File: config.mk
export PLATFORM = sky130hd
export DESIGN_NAME = eth_tx_framer
export DESIGN_NICKNAME = d
export VERILOG_FILES = /design/src/rtl/eth_tx_pkg.sv /design/src/rtl/eth_tx_rst_sync.sv /design/src/rtl/eth_tx_crc.sv /design/src/rtl/eth_tx_ctrl.sv /design/src/rtl/eth_tx_framer.sv
export SDC_FILE = /design/constraint.sdc
export NUM_CORES = 1
export LEC_CHECK = 0
export ABC_CLOCK_PERIOD_IN_PS = 3500
export BUFFER_PORTS_ARGS = -buffer_cell sky130_fd_sc_hd__buf_2
export CAP_MARGIN = 20
export CORE_ASPECT_RATIO = 0.9
export CORE_MARGIN = 5
export CORE_UTILIZATION = 55
export DETAILED_ROUTE_END_ITERATION = 10
export GPL_ROUTABILITY_DRIVEN = 0
export PLACE_DENSITY = 0.73
export SLEW_MARGIN = 20
export SYNTH_ARGS = -nofsm -noshare
export SYNTH_HDL_FRONTEND = slang
export SYNTH_SLANG_ARGS = --single-unit
File: constraint.sdc
create_clock -name clk -period 3.5 [get_ports clk]
set_input_delay 0.7 -clock clk [delete_from_list [all_inputs] [get_ports clk]]
set_output_delay 0.7 -clock clk [all_outputs]
set_load 0.005 [all_outputs]
File: src/rtl/eth_tx_pkg.sv
package eth_tx_pkg;

  typedef enum logic [2:0] {
    ST_IDLE,
    ST_HDR,
    ST_DATA,
    ST_PAD,
    ST_CHK
  } tx_state_t;

  localparam int          CRC_W    = 32;
  localparam logic [31:0] CRC_POLY = 32'h04C1_1DB7;

endpackage

File: src/rtl/eth_tx_rst_sync.sv
module eth_tx_rst_sync (
  input  logic clk,
  input  logic rst_n,
  output logic rst_n_sync
);

  logic [1:0] sync_q;

  always_ff @(posedge clk or negedge rst_n) begin
    if (!rst_n) begin
      sync_q <= 2'b00;
    end else begin
      sync_q <= {sync_q[0], 1'b1};
    end
  end

  assign rst_n_sync = sync_q[1];

endmodule

File: src/rtl/eth_tx_crc.sv
module eth_tx_crc
  import eth_tx_pkg::*;
(
  input  logic clk,
  input  logic rst_n,
  input  logic crc_init,
  input  logic crc_upd,
  input  logic crc_shift,
  input  logic crc_din,
  output logic crc_msb
);

  logic [CRC_W-1:0] crc_q;
  logic [CRC_W-1:0] crc_d;
  logic             crc_en;
  logic             fb;

  // Feedback combines the outgoing top coefficient with the new data bit.
  always_comb begin
    fb     = crc_q[CRC_W-1] ^ crc_din;
    crc_en = crc_init | crc_upd | crc_shift;
    crc_d  = crc_q;
    if (crc_init) begin
      crc_d = '1;
    end else if (crc_upd) begin
      crc_d = {crc_q[CRC_W-2:0], 1'b0} ^ (fb ? CRC_POLY : '0);
    end else if (crc_shift) begin
      crc_d = {crc_q[CRC_W-2:0], 1'b0};
    end
  end

  always_ff @(posedge clk or negedge rst_n) begin
    if (!rst_n) begin
      crc_q <= '1;
    end else if (crc_en) begin
      crc_q <= crc_d;
    end
  end

  assign crc_msb = crc_q[CRC_W-1];

endmodule

File: src/rtl/eth_tx_ctrl.sv
module eth_tx_ctrl
  import eth_tx_pkg::*;
#(
  parameter int HDR_BITS   = 64,
  parameter int PAD_TARGET = 60,
  parameter int CNT_W      = 6,
  parameter int BYTE_CNT_W = 6
) (
  input  logic       clk,
  input  logic       rst_n,
  input  logic       buf_ready,
  input  logic       chan_ok,
  input  logic [7:0] in_data,
  input  logic       in_valid,
  input  logic       in_last,
  input  logic       pad_en,
  input  logic       fcs_en,
  input  logic       crc_msb,
  output logic       in_ready,
  output logic       tx_en,
  output logic       tx_bit,
  output logic       crc_init,
  output logic       crc_upd,
  output logic       crc_shift,
  output logic       crc_din
);

  localparam logic [CNT_W-1:0]      HDR_LAST  = CNT_W'(HDR_BITS - 1);
  localparam logic [CNT_W-1:0]      BYTE_LAST = CNT_W'(7);
  localparam logic [CNT_W-1:0]      CHK_LAST  = CNT_W'(CRC_W - 1);
  localparam logic [BYTE_CNT_W-1:0] PAD_LIM   = BYTE_CNT_W'(PAD_TARGET);

  tx_state_t             state_q, state_d;
  logic [CNT_W-1:0]      cnt_q, cnt_d;
  logic [BYTE_CNT_W-1:0] bytes_q, bytes_d;
  logic [7:0]            shreg_q, shreg_d;
  logic                  last_q, last_d;
  logic                  pad_q, pad_d;
  logic                  chk_q, chk_d;
  logic                  take;
  logic [7:0]            in_byte;
  logic [BYTE_CNT_W-1:0] bytes_inc;
  logic                  ctl_en;

  // An underrun byte slot is filled with zero and counted as data.
  assign in_byte   = in_valid ? in_data : 8'h00;
  assign bytes_inc = (bytes_q == PAD_LIM) ? bytes_q : bytes_q + 1'b1;

  // Next-state logic
  always_comb begin
    state_d   = state_q;
    cnt_d     = cnt_q;
    bytes_d   = bytes_q;
    shreg_d   = shreg_q;
    last_d    = last_q;
    pad_d     = pad_q;
    chk_d     = chk_q;
    take      = 1'b0;
    ctl_en    = 1'b0;
    crc_init  = 1'b0;
    crc_upd   = 1'b0;
    crc_shift = 1'b0;
    unique case (state_q)
      ST_IDLE: begin
        if (buf_ready && chan_ok) begin
          state_d  = ST_HDR;
          cnt_d    = '0;
          crc_init = 1'b1;
        end
      end
      ST_HDR: begin
        cnt_d = cnt_q + 1'b1;
        if (cnt_q == HDR_LAST) begin
          take    = 1'b1;
          ctl_en  = 1'b1;
          pad_d   = pad_en;
          chk_d   = fcs_en;
          shreg_d = in_byte;
          last_d  = in_valid & in_last;
          bytes_d = BYTE_CNT_W'(1);
          cnt_d   = '0;
          state_d = ST_DATA;
        end
      end
      ST_DATA, ST_PAD: begin
        crc_upd = 1'b1;
        shreg_d = {1'b0, shreg_q[7:1]};
        cnt_d   = cnt_q + 1'b1;
        if (cnt_q == BYTE_LAST) begin
          cnt_d = '0;
          if (!last_q) begin
            take    = 1'b1;
            shreg_d = in_byte;
            last_d  = in_valid & in_last;
            bytes_d = bytes_inc;
            state_d = ST_DATA;
          end else if (pad_q && (bytes_q < PAD_LIM)) begin
            shreg_d = 8'h00;
            bytes_d = bytes_inc;
            state_d = ST_PAD;
          end else if (chk_q) begin
            state_d = ST_CHK;
          end else begin
            state_d = ST_IDLE;
          end
        end
      end
      ST_CHK: begin
        crc_shift = 1'b1;
        cnt_d     = cnt_q + 1'b1;
        if (cnt_q == CHK_LAST) begin
          cnt_d   = '0;
          state_d = ST_IDLE;
        end
      end
      default: begin
        state_d = ST_IDLE;
      end
    endcase
  end

  // Register process
  always_ff @(posedge clk or negedge rst_n) begin
    if (!rst_n) begin
      state_q <= ST_IDLE;
      cnt_q   <= '0;
      bytes_q <= '0;
      shreg_q <= '0;
      last_q  <= 1'b0;
      pad_q   <= 1'b1;
      chk_q   <= 1'b1;
    end else begin
      state_q <= state_d;
      cnt_q   <= cnt_d;
      bytes_q <= bytes_d;
      shreg_q <= shreg_d;
      last_q  <= last_d;
      if (ctl_en) begin
        pad_q <= pad_d;
        chk_q <= chk_d;
      end
    end
  end

  // Output selection
  always_comb begin
    unique case (state_q)
      ST_HDR:          tx_bit = (cnt_q == HDR_LAST) ? 1'b1 : ~cnt_q[0];
      ST_DATA, ST_PAD: tx_bit = shreg_q[0];
      ST_CHK:          tx_bit = ~crc_msb;
      default:         tx_bit = 1'b0;
    endcase
  end

  assign tx_en    = (state_q != ST_IDLE);
  assign in_ready = take;
  assign crc_din  = shreg_q[0];

endmodule

File: src/rtl/eth_tx_framer.sv
module eth_tx_framer #(
  parameter int PRE_BYTES = 7,
  parameter int MIN_FRAME = 64,
  parameter int FCS_BYTES = 4
) (
  input  logic       clk,
  input  logic       rst_n,
  input  logic       buf_ready,
  input  logic       chan_ok,
  input  logic [7:0] in_data,
  input  logic       in_valid,
  input  logic       in_last,
  output logic       in_ready,
  input  logic       pad_en,
  input  logic       fcs_en,
  output logic       tx_en,
  output logic       tx_bit
);

  localparam int HDR_BITS   = (PRE_BYTES + 1) * 8;
  localparam int PAD_TARGET = MIN_FRAME - FCS_BYTES;
  localparam int CNT_W      = ($clog2(HDR_BITS) > 5) ? $clog2(HDR_BITS) : 5;
  localparam int BYTE_CNT_W = $clog2(PAD_TARGET + 1);

  logic rst_n_s;
  logic crc_init, crc_upd, crc_shift, crc_din, crc_msb;

  eth_tx_rst_sync u_rst (
    .clk        (clk),
    .rst_n      (rst_n),
    .rst_n_sync (rst_n_s)
  );

  eth_tx_ctrl #(
    .HDR_BITS   (HDR_BITS),
    .PAD_TARGET (PAD_TARGET),
    .CNT_W      (CNT_W),
    .BYTE_CNT_W (BYTE_CNT_W)
  ) u_ctrl (
    .clk       (clk),
    .rst_n     (rst_n_s),
    .buf_ready (buf_ready),
    .chan_ok   (chan_ok),
    .in_data   (in_data),
    .in_valid  (in_valid),
    .in_last   (in_last),
    .pad_en    (pad_en),
    .fcs_en    (fcs_en),
    .crc_msb   (crc_msb),
    .in_ready  (in_ready),
    .tx_en     (tx_en),
    .tx_bit    (tx_bit),
    .crc_init  (crc_init),
    .crc_upd   (crc_upd),
    .crc_shift (crc_shift),
    .crc_din   (crc_din)
  );

  eth_tx_crc u_crc (
    .clk       (clk),
    .rst_n     (rst_n_s),
    .crc_init  (crc_init),
    .crc_upd   (crc_upd),
    .crc_shift (crc_shift),
    .crc_din   (crc_din),
    .crc_msb   (crc_msb)
  );

endmodule

---- Yosys cells after proc, flatten, opt, wreduce, memory -nomap -nowiden ----
Index checks and enable logic that the tools add are counted.
word-level totals
  flip-flop bits (word level) ............. 60
  bits of input ports ..................... 16
  output and inout bits ................... 3
  word-level logic and storage cells ...... 91
operators by class
  add/sub/neg operators ................... 2
  $lt $le $gt $ge ......................... 1
  equal/unequal tests ..................... 13
  muxes and demuxes ....................... 44
  bitwise logic cells ..................... 7
  reductions and logical operators ........ 15
operators by type and width
  kind                   count
  $mux W32               3
  $mux W6                9
  $mux W8                4
  $xor A32 B32 Y32       1
  $mux W27               1
  $pmux W6 S4            1
  $mux W3                7
  $pmux W8 S2            1
  $add A6 B1 Y6 const B  2
  $eq A6 B6 Y1 const B   2
  $mux W1                12
  $pmux W3 S4            1
  $pmux W6 S2            1
  $ne A2 B1 Y1 const B   4
  $reduce_and A4 Y1      2
  $mux W7                1
  $eq A3 B2 Y1 const B   2
  $eq A6 B3 Y1 const B   1
  $eq A6 B5 Y1 const B   1
  $lt A6 B6 Y1 const B   1
  $reduce_and A2 Y1      3
  $reduce_and A3 Y1      2
  $reduce_bool A3 Y1     2
  $pmux W1 S2            2
  13 further kinds       16

---- Longest topological paths before layout ----
Gate-level depths: netlist of run 1.
  depth in word-level cells ............... 6
  depth in mapped cells ................... 7
  depth with buffers taken out ............ 6

---- Modules after synthesis ----
A second synthesis of run 1 with hierarchy kept.
second synthesis, totals
  cells, all modules ...................... 318
  area total of the unflattened synthesis .. 3380.7 µm²
by module, submodules not included
  module           times used  cells an instance  area an instance (µm²)  seq. area each (µm²)
  eth_tx_crc       1           151                1706.6                  840.8
  eth_tx_ctrl      1           164                1620.3                  653.1
  eth_tx_rst_sync  1           3                  53.8                    50.0

---- Worst setup path before layout of run 1 ----
OpenSTA, ideal clock, no wires.
  path kind ............................... register to output
  start ................................... register u_ctrl.cnt_q[0]
  end ..................................... output in_ready
  arrival time ............................ 1602 ps
  data required time ...................... 2800 ps
  path slack .............................. 1198 ps
  stages on the path, launching flop included .. 7
  path buffers ............................ 2
  cell sequence ........................... dfrtp_1 -> ha_1 -> buf_2 -> nand3_2 -> or4_1 -> clkbuf_1 -> o31ai_1
on the way
  longest elaborated chain between the ends .. 3
  elaborated cells on any way between the ends .. 5
  those cells by class .................... 2 x eq/ne; 3 x mux
RTL lines
  what                                          line                                  RTL
  from (decl)                                   eth_tx_ctrl.sv:34                     logic [CNT_W-1:0] cnt_q, cnt_d;
  from (signal assigned)                        eth_tx_ctrl.sv:134                    cnt_q <= cnt_d;
  $eq A6 B3 Y1 or $eq A6 B6 Y1 (tied branches)  eth_tx_ctrl.sv:89, eth_tx_ctrl.sv:73
  $mux W1, on equally long branches             eth_tx_ctrl.sv:89, eth_tx_ctrl.sv:73
  $pmux W1 S2 *                                 eth_tx_ctrl.sv:63                     unique case (state_q)
  to (decl)                                     eth_tx_framer.sv:13                   output logic in_ready,
Every way passes the cells marked *; elsewhere a longest branch is shown, timed or not.

---- Worst setup path in the final report of run 1 ----
Ends and elaborated chain as after synthesis.

==> results of run 1 <==
[flip-flops by register name, summed over array words and instances (netlist names)]
signal and count:
u_crc.crc_q 32, u_ctrl.shreg_q 8, u_ctrl.bytes_q 6, u_ctrl.cnt_q 6
u_ctrl.state_q 3, u_rst.sync_q 2, u_ctrl.chk_q 1, u_ctrl.last_q 1
u_ctrl.pad_q 1
[power by group]
| group | total (uW) | internal, uW | switching (uW) |
|---|---|---|---|
| combinational | 457 | 288 | 169 |
| clock | 643 | 377 | 266 |
| sequential | 1170 | 1040 | 131 |
| total | 2270 | 1700 | 566 |
[critical path, stage by stage (launching register included)]
cell	delay, ns
dfrtp_1	0.44
ha_1	0.37
nand3_2	0.18
or4_1	0.65
o31ai_1	0.13
buf_2	0.15
[final timing paths]
check / start / end / depth (start not counted)
max in group asynchronous: u_rst.sync_q[1] / u_ctrl.chk_q / 1
max: u_ctrl.cnt_q[0] / in_ready / 5
min: rst_n / u_rst.sync_q[0] / 1
max reg2reg: u_ctrl.cnt_q[0] / u_ctrl.bytes_q[4] / 5
min reg2reg: u_rst.sync_q[0] / u_rst.sync_q[1] / 0
min in group clk: u_rst.sync_q[0] / u_rst.sync_q[1] / 0
[stage by stage]
step	hold slack, ns	worst slack, ns
after global routing	0.120	0.276
after detailed placement	0.343	0.890
after floorplan	0.331	1.20
final	0.137	0.540
after CTS	0.126	0.516
after global placement	0.339	0.907
[cell usage in the layout (no fill, tap or decap), types with 2 or more instances in the layout]
cell type	instances
ha_1	3
inv_1	14
o2111ai_1	3
dfstp_2	34
mux2i_1	7
clkbuf_8	13
o221ai_1	4
a21oi_1	3
xor2_1	14
nand4_1	2
o211ai_1	5
dfrtp_1	25
buf_2	18
buf_4	7
o31ai_1	4
a31oi_1	4
nor2b_1	2
nand2b_1	7
nor3_1	5
a2111oi_2	4
nand2_1	25
a21boi_0	2
nand3_1	9
o22a_1	31
o21ai_0	10
nor2_1	12
[layout make-up]
class | instances | area, um2
multi-input combinational | 182 | 1310
tap | 67 | 83.8
fill | 431 | 1910
sequential | 60 | 1550
clock inverter | 2 | 11.3
clock buffer | 14 | 204
timing repair buffer | 25 | 143
inverter | 14 | 52.6
[cell families after synthesis]
group	Yosys count
fa+ha+maj	3
simple gates	71
mux	7
buf+inv	30
other cells	1
flops	60
xor+xnor	15
compound gates	85
[metal layers]
| layer | vias up | track usage, % | routed length, um |
|---|---|---|---|
| met4 | 0 | 6.90 | 98 |
| met1 | 1072 | 27.2 | 2840 |
| li1 | 1047 | - | - |
| met2 | 47 | 27.0 | 2500 |
| met3 | 9 | 4.95 | 275 |
| met5 | - | 0 | 0 |
==> key figures, run 1 <==
Pwr
  • PD cells: 677 nW/um2
  • Total power draw: 2270 uW
  • Static leakage: 0.00135 uW
  • Worst ir drop on vdd: 0.000476 V

Yosys
  • Seq/Total Area, Yosys: 52.0%
  • Post-synth top area share: 30.1%
  • Area leader, netlist: dfstp_2
  • Post-Synthesis Cells: 272
  • Library cells used by synthesis: 51
  • Most instantiated cells after synthesis: dfstp_2, o22a_1, dfrtp_1, nand2_1
  • Largest family of logic cells by synthesized area: compound AO/OA/AOI/OAI gates
  • Asr flop ratio synth: 100%
  • Post-synthesis mux area share: 2.36%
  • Compound-Gate Fraction of Synth Area: 23.8%
  • Yosys warns: 0
  • Area share of fa/ha/maj cells after synthesis: 1.26%
  • Synthesized flop and latch total: 60
  • Post-synth EDFFs: 0
  • Top cells by area, synth: dfstp_2, dfrtp_1, o22a_1, xor2_1, nand2_1
  • Most frequent cell after synthesis: dfstp_2
  • Syn avg cell area: 10.9 um2
  • Syn nets: 291
  • Top_reg_cell synth: dfstp_2
  • Post-Synth XOR/XNOR Area: 4.43%
  • Post-synthesis simple-gate area fraction: 11.8%
  • Area of the mapped netlist: 2970 um2

CTS
  • Cts bufs inserted: 9
  • Max H-tree Level: 3
  • Longest Clk Path Bufs: 2
  • Post-cts sizing count: 0
  • Hold-fix buffers, CTS: 0
  • Clock Root Buffer: clkbuf_8
  • CTS tree: built
  • Postcts setup bufs: 0
  • Skew-Pair Late Insertion Delay: 0.34 ns
  • CTS clock-pin slew for the worst setup and hold paths: 0.06 ns
  • Num Clock Sinks: 60

Placement
  • Post-Place Cells: 348
  • Placed Instance Area: 3130 um2
  • Final HPWL DP: 3820 um
  • PortBufs: 18

Route
  • DR DRC count: 0
  • WL/cell: 15.7 um
  • Iter 0 DRT Violations: 169
  • Via count: 2175
  • Drt first pass iters: 4
  • Final wirelength: 5720 um
  • DR vias/cell: 5.98
  • Final ANT Viol Nets: 0

Floorplanning
  • Initial core utilization: 56.5%
  • Die Ht: 79.7 um
  • Die area: 6970 um2
  • Boundary Pins: 19
  • Rows: 25
  • DIE WIDTH: 87.4 um
  • Placeable Area: 5260 um2

Critical path
  • Crit path kind: reg -> out
  • Crit. End Element: output pin
  • R2R setup slack: 1.14 ns
  • Critical path arrival: 2.26 ns
  • CP Data Required Time: 2.80 ns
  • Crit path max fanout: 13
  • CP Launch Type: flop

Global routing
  • Initial antenna violation count: 0
  • Vias in the first global route: 2123
  • GRT Util Overall: 18.8%
  • Pin count of the biggest net entering global routing: 43
  • First-pass GRT wire length: 10200 um
  • Grt ovf: 0

STA
  • Slew Viols, Final: 0
  • Worst Max-Slew Pin Slew: 0.882 ns
  • Setup Skew: 0.00458 ns
  • RSZ-0062 raised after global routing: false
  • F_max: 0.338 GHz
  • Tcrit/Tclk final: 84.6%
  • Max_slew headroom: 41.2%
  • Hold Fails Final Rpt: 0
  • Final Critical Period: 2.96 ns
  • Setup TNS: 0 ns
  • Setup-failing EPs final: 0

Finish
  • Share of layout cells above drive strength 1: 29.3%
  • Design area: 3350 um2
  • Nets: 311
  • Util after Layout: 63.7%
  • Number of diodes: 0
  • Layout area overhead: 12.8%
  • Post-Layout Cell Count: 364

Run status
  • Status: finished, final reports clean

Flow run
  • Max_cap viols: 0

Min path
  • Worst min-delay path category: in -> async
No activity file was read; power rests on OpenSTA's default activity.
==> run 2: changes to the inputs <==
--- a/config.mk
+++ b/config.mk
@@ -5,15 +5,16 @@
 export SDC_FILE = /design/constraint.sdc
 export NUM_CORES = 1
 export LEC_CHECK = 0
-export ABC_CLOCK_PERIOD_IN_PS = 3500
+export ABC_AREA = 1
+export ABC_CLOCK_PERIOD_IN_PS = 2600
 export BUFFER_PORTS_ARGS = -buffer_cell sky130_fd_sc_hd__buf_2
 export CAP_MARGIN = 20
 export CORE_ASPECT_RATIO = 0.9
 export CORE_MARGIN = 5
-export CORE_UTILIZATION = 55
+export CORE_UTILIZATION = 54
 export DETAILED_ROUTE_END_ITERATION = 10
 export GPL_ROUTABILITY_DRIVEN = 0
-export PLACE_DENSITY = 0.73
+export PLACE_DENSITY = 0.75
 export SLEW_MARGIN = 20
 export SYNTH_ARGS = -nofsm -noshare
 export SYNTH_HDL_FRONTEND = slang
==> constraint.sdc (replaced) <==
create_clock -name clk -period 2.6 [get_ports clk]
set_input_delay 0.52 -clock clk [delete_from_list [all_inputs] [get_ports clk]]
set_output_delay 0.52 -clock clk [all_outputs]
set_load 0.005 [all_outputs]
==> run 2 against run 1 <==
  * Via count is 13% higher
  * Synthesized area grew 3.6%
  * Global-route usage grew 0.91 points
  * Clock skew grew 0.0067 ns
  * Cell area increased by 3.6%
  * Critical path type unchanged
  * Highest routed layer unchanged
==> key figures, run 2 <==
Floorplanning
  • Rows: 26
  • DIE WIDTH: 89.5 um
  • Placeable Area: 5600 um2
  • Boundary Pins: 19
  • Initial core utilization: 54.9%
  • Die Ht: 81.6 um
  • Die area: 7300 um2

Finish
  • Fill cell count: 475
  • Max reg flops: 32
  • Biggest regs: u_crc.crc_q (32), u_ctrl.shreg_q (8)
  • Register area: 1550 um2
  • Share of layout cells above drive strength 1: 26.4%
  • Number of diodes: 0
  • Nets: 415
  • Commonest non-fill, non-tap cell in the layout: nand2_1
  • Commonest cells after routing, fill and taps aside: nand2_1, inv_1, dfstp_2, nand3_1, dfrtp_1
  • Footprint of the multi-input gates: 1260 um2
  • Layout area overhead: 12.8%
  • Reg with most FFs: u_crc.crc_q

CTS
  • Postcts setup bufs: 0
  • Post-cts sizing count: 0
  • CTS clock-pin slew for the worst setup and hold paths: 0.06 ns
  • Num Clock Sinks: 60
  • Skew-Pair Late Insertion Delay: 0.34 ns
  • CTS tree: built
  • Max H-tree Level: 3
  • Cts bufs inserted: 9
  • Clock Root Buffer: clkbuf_8
  • Longest Clk Path Bufs: 2
  • Hold-fix buffers, CTS: 1

Pwr
  • Static leakage: 0.00173 uW
  • Comb pwr share: 44.0%
  • Part of the power in registers: 36.5%
  • Switching power share of the total: 42.0%
  • Worst ir drop on vdd: 0.000601 V
  • Clk pwr share: 19.5%
  • PD cells: 1360 nW/um2
  • Internal power: 2740 uW
  • NetSw: 1990 uW

Yosys
  • Area of the mapped netlist: 3070 um2
  • Most instantiated cells after synthesis: nand2_1, inv_1, dfstp_2, nand3_1, dfrtp_1
  • Top_reg_cell synth: dfstp_2
  • Most frequent cell after synthesis: nand2_1
  • Asr flop ratio synth: 100%
  • Yosys warns: 0
  • Seq/Total Area, Yosys: 50.2%
  • Synthesized flop and latch total: 60
  • Post-Synthesis Cells: 370
  • Syn avg cell area: 8.31 um2
  • Top cells by area, synth: dfstp_2, dfrtp_1, nand2_1, inv_1, nand3_1
  • Post-synth EDFFs: 0
  • Library cells used by synthesis: 37
  • Syn nets: 389
  • Post-synth top area share: 29.1%
  • Area leader, netlist: dfstp_2

Critical path
  • R2r worst-path depth: 10
  • CP max stage cell: dfrtp_1
  • Crit path from: u_ctrl.cnt_q[0]
  • Crit. End Element: output pin
  • Crit path max fanout: 4
  • Worst reg2reg path startpoint: u_ctrl.state_q[2]
  • R2R setup slack: 0.75 ns
  • Delay of the slowest cell on the worst path: 0.38 ns
  • Crit-path cells: ha_1 -> nand3_1 -> nor2_1 -> o21ai_0 -> o211ai_1 -> buf_2
  • Critical path arrival: 1.75 ns
  • Crit path kind: reg -> out
  • CP Launch Type: flop
  • CP Data Required Time: 2.08 ns

Global routing
  • First-pass GRT wire length: 11100 um
  • Grt ovf: 0
  • Pin count of the biggest net entering global routing: 44
  • Initial antenna violation count: 0
  • GRT Util Overall: 19.7%
  • Vias in the first global route: 2426

Route
  • DR vias/cell: 5.24
  • Final wirelength: 6170 um
  • Iter 0 DRT Violations: 179
  • Drt first pass iters: 4
  • Via count: 2468
  • WL/cell: 13.1 um
  • Final ANT Viol Nets: 0
  • DR DRC count: 0

STA
  • Hold Fails Final Rpt: 0
  • Slew Viols, Final: 0
  • Worst Max-Slew Pin Slew: 0.930 ns
  • Max_slew headroom: 38.0%
  • Setup Skew: 0.0113 ns
  • Final Critical Period: 2.27 ns
  • Tcrit/Tclk final: 87.3%
  • F_max: 0.441 GHz
  • RSZ-0062 raised after global routing: false
  • Min setup slack post-route: 0.331 ns
  • Setup-failing EPs final: 0
  • Setup TNS: 0 ns

Min path
  • Worst min-delay path category: reg -> reg
  • HP Start: u_rst.sync_q[0]
  • WHS Path Cells: 0

Placement
  • PortBufs: 18
  • Worst slack, placed: 0.720 ns
  • Final HPWL DP: 4190 um

Flow run
  • Max_cap viols: 0

Run status
  • Status: finished, final reports clean
-- run 2: power groups by stage --
stage	registers, uW	logic (uW)	clock network [uW]
2_1_floorplan	1670	1720	0
3_3_place_gp	1720	2000	0
3_5_place_dp	1730	2070	0
4_1_cts	1720	2090	941
5_1_grt	1770	2380	981
6_report	1730	2080	921
-- run 2: per-layer routing --
layer  vias up  part of all wire [%]  track usage, %
met5         -                     0               0
met4         0                   1.3            6.10
met3        10                   4.2            6.42
met2        36                    46            30.9
met1      1175                    48            25.9
li1       1247                     -               -
-- run 2: worst paths after layout --
check	endpoint
hold / removal	u_rst.sync_q[1]
setup / recovery	tx_bit
setup reg to reg	u_crc.crc_q[22]
max in group asynchronous	u_crc.crc_q[22]
hold reg to reg	u_rst.sync_q[1]
min in group asynchronous	u_ctrl.bytes_q[2]
-- run 2: worst max-delay path: cells and delay by family, from the launching register on --
| family | cells | cell delay [ns] |
|---|---|---|
| buffers and inverters | 1 | 0.16 |
| adders and majority gates | 1 | 0.23 |
| AOI/OAI and AO/OA | 2 | 0.36 |
| and+or+nand+nor | 2 | 0.28 |
| DFF | 1 | 0.38 |
-- run 2: kinds of logic (layout without fill, tap and decap cells) --
group / count (synthesis) / in the layout / synth area share, %
buffers and inverters: 65 / 96 / 8.67
XOR/XNOR: 1 / 1 / 0.285
flip-flops: 60 / 60 / 50.2
other: 1 / 1 / 0.122
multiplexers: 1 / 1 / 0.366
AND/OR/NAND/NOR: 174 / 174 / 25.2
adder cells (fa/ha/maj): 3 / 3 / 1.22
AO/OA/AOI/OAI: 65 / 65 / 14.0
-- run 2: final cells by class --
| cell class | count | area share, % |
|---|---|---|
| timing repair buffer | 24 | 3.97 |
| clock buffer | 13 | 5.20 |
| sequential | 60 | 44.6 |
| inverter | 56 | 6.06 |
| clock inverter | 3 | 1.23 |
| multi-input combinational | 245 | 36.4 |
| tap | 70 | 2.53 |
-- run 2: per-stage QoR --
stage | util (%) | hold WS [ns] | total power [uW] | instances | instance area [um2]
global route | 62.0 | 0.377 | 5130 | 471 | 3470
finish | 62.0 | 0.356 | 4730 | 471 | 3470
detailed placement | 57.8 | 0.307 | 3800 | 454 | 3230
global placement | 57.8 | 0.305 | 3730 | 454 | 3230
floorplan | - | 0.224 | 3390 | 370 | 3070
CTS | 62.0 | 0.352 | 4760 | 471 | 3470
==> run 3: changes to the inputs <==
--- a/config.mk
+++ b/config.mk
@@ -5,7 +5,6 @@
 export SDC_FILE = /design/constraint.sdc
 export NUM_CORES = 1
 export LEC_CHECK = 0
-export ABC_AREA = 1
 export ABC_CLOCK_PERIOD_IN_PS = 2600
 export BUFFER_PORTS_ARGS = -buffer_cell sky130_fd_sc_hd__buf_2
 export CAP_MARGIN = 20
==> run 3 against run 2 <==
  * Sequential power fell by 9%
  * Clock-buffer cell count did not move
  * Clock power fell by 13%
  * Wire length fell by 4.2%
  * Final cell count fell by 22%
  * Clock skew fell by 0.0047 ns
  * Largest power group is now registers
  * Highest routed layer unchanged
==> key figures, run 3 (same netlist as run 1, synthesis figures left out) <==
Critical path
  • RR Endpoint: u_ctrl.bytes_q[1]
  • Crit-path cells: ha_2 -> nand3_2 -> or4_1 -> o31ai_1 -> buf_2
  • CP top delay family: simple AND/OR/NAND/NOR gates
  • CP max stage cell: or4_1
  • Crit path max fanout: 9
  • Critical path arrival: 1.95 ns
  • Worst reg2reg path startpoint: u_ctrl.cnt_q[0]
  • R2r worst-path depth: 5
  • Delay of the slowest cell on the worst path: 0.45 ns
  • Bufs and invs on worst path: 1
  • Crit path kind: reg -> out
  • CP Launch Type: flop
  • CP Data Required Time: 2.08 ns
  • Crit. End Element: output pin
  • R2R setup slack: 0.34 ns

Finish
  • Util after Layout: 64.0%
  • Max reg flops: 32
  • Share of layout cells above drive strength 1: 30.5%
  • Commonest cells after routing, fill and taps aside: dfstp_2, o22a_1, nand2_1, dfrtp_1, buf_2
  • Nets: 316
  • Number of diodes: 0
  • Biggest regs: u_crc.crc_q (32), u_ctrl.shreg_q (8)
  • Post-Layout Cell Count: 369
  • Design area: 3380 um2
  • Commonest non-fill, non-tap cell in the layout: dfstp_2
  • Reg with most FFs: u_crc.crc_q
  • Layout area overhead: 14.0%

CTS
  • Max H-tree Level: 3
  • Num Clock Sinks: 60
  • Skew-Pair Late Insertion Delay: 0.33 ns
  • Cts bufs inserted: 9
  • CTS clock-pin slew for the worst setup and hold paths: 0.07 ns
  • Clock Root Buffer: clkbuf_8
  • Longest Clk Path Bufs: 2
  • CTS tree: built
  • Postcts setup bufs: 0

STA
  • Hold slack final: 0.355 ns
  • Max_slew headroom: 40.9%
  • RSZ-0062 raised after global routing: false
  • Slew Viols, Final: 0
  • F_max: 0.405 GHz
  • Hold Fails Final Rpt: 0
  • Setup Skew: 0.00663 ns
  • Final Critical Period: 2.47 ns
  • Worst Max-Slew Pin Slew: 0.886 ns
  • Tcrit/Tclk final: 95.0%
  • Setup TNS: 0 ns
  • Setup-failing EPs final: 0

Floorplanning
  • Initial core utilization: 56.1%
  • DIE WIDTH: 88.1 um
  • Placeable Area: 5290 um2
  • Die Ht: 80.3 um
  • Die area: 7080 um2
  • Boundary Pins: 19
  • Rows: 25

Min path
  • Worst min-delay path category: reg -> reg
  • WHS Path Cells: 0
  • HP Start: u_rst.sync_q[0]
  • Hold endpoint: u_rst.sync_q[1]

Placement
  • Placed Instance Area: 3170 um2
  • Final HPWL DP: 4020 um
  • PortBufs: 18
  • Post-Place Cells: 352

Route
  • Final ANT Viol Nets: 0
  • WL/cell: 16.0 um
  • Drt first pass iters: 4
  • Via count: 2177
  • Final wirelength: 5910 um
  • Iter 0 DRT Violations: 282
  • DR DRC count: 0
  • DR vias/cell: 5.90

Pwr
  • PD cells: 888 nW/um2
  • Worst ir drop on vdd: 0.000530 V
  • Static leakage: 0.00136 uW

Global routing
  • Initial antenna violation count: 0
  • First-pass GRT wire length: 10400 um
  • Pin count of the biggest net entering global routing: 42
  • Grt ovf: 0
  • GRT Util Overall: 19.3%
  • Vias in the first global route: 2090

Run status
  • Status: finished, final reports clean

Flow run
  • Max_cap viols: 0
[run 3: changes by cell type in the layout (fill, tap and decap cells not counted), sizes merged, moves of 7 or more]
cell and change:
a21oi -17, a22oi -10, inv -41, mux2i +7
nand2 -81, nand2b +7, nand3 -19, nor2 -15
o21ai -10, o22a +31, xor2 +13
[run 3: layout make-up]
| type | instances | area (um2) |
|---|---|---|
| Inverter | 14 | 52.6 |
| Clock inverter | 3 | 16.3 |
| Clock buffer | 13 | 180 |
| Timing Repair Buffer | 30 | 183 |
| Multi-Input combinational cell | 182 | 1320 |
| Fill cell | 426 | 1900 |
| Tap cell | 67 | 83.8 |
| Sequential cell | 60 | 1550 |
[run 3: worst max path at each step]
| stage | from | end | slack [ns] | cells after the start |
|---|---|---|---|---|
| global route | u_ctrl.cnt_q[0] | in_ready | 0.02 | 5 |
| CTS | u_ctrl.cnt_q[0] | tx_bit | 0.01 | 6 |
| floorplan | u_ctrl.cnt_q[0] | in_ready | 0.48 | 6 |
| finish | u_ctrl.cnt_q[0] | in_ready | 0.13 | 5 |
| global placement | u_ctrl.cnt_q[0] | u_ctrl.bytes_q[1] | 0.37 | 5 |
| detailed placement | u_ctrl.cnt_q[0] | u_ctrl.bytes_q[1] | 0.27 | 5 |
[run 3: report_power, final]
part	internal, uW	switching [uW]	total, uW
registers	1400	180	1580
logic	389	234	624
clock network	454	352	805
[run 3: through the flow]
| step | setup slack (ns) | power, uW |
|---|---|---|
| floorplan | 0.478 | 2070 |
| global placement | 0.366 | 2170 |
| detailed placement | 0.275 | 2230 |
| CTS | 0.0149 | 3040 |
| global route | 0.0186 | 3190 |
| finish | 0.130 | 3000 |
[run 3: what timing repair did]
action | 4_1_cts | 5_1_grt
hold buffers | 1 | 0
endpoints found under the hold margin | 2 | 0
gates resized for setup | 0 | 2
setup endpoints to repair | 0 | 2
[run 3: routing by layer]
metal  global-route usage (%)  wire, um  vias up
met5                        0         0        -
met3                     6.87       423        4
met4                     5.74        62        0
met2                     26.3      2570       66
li1                         -         -     1057
met1                     28.5      2860     1050
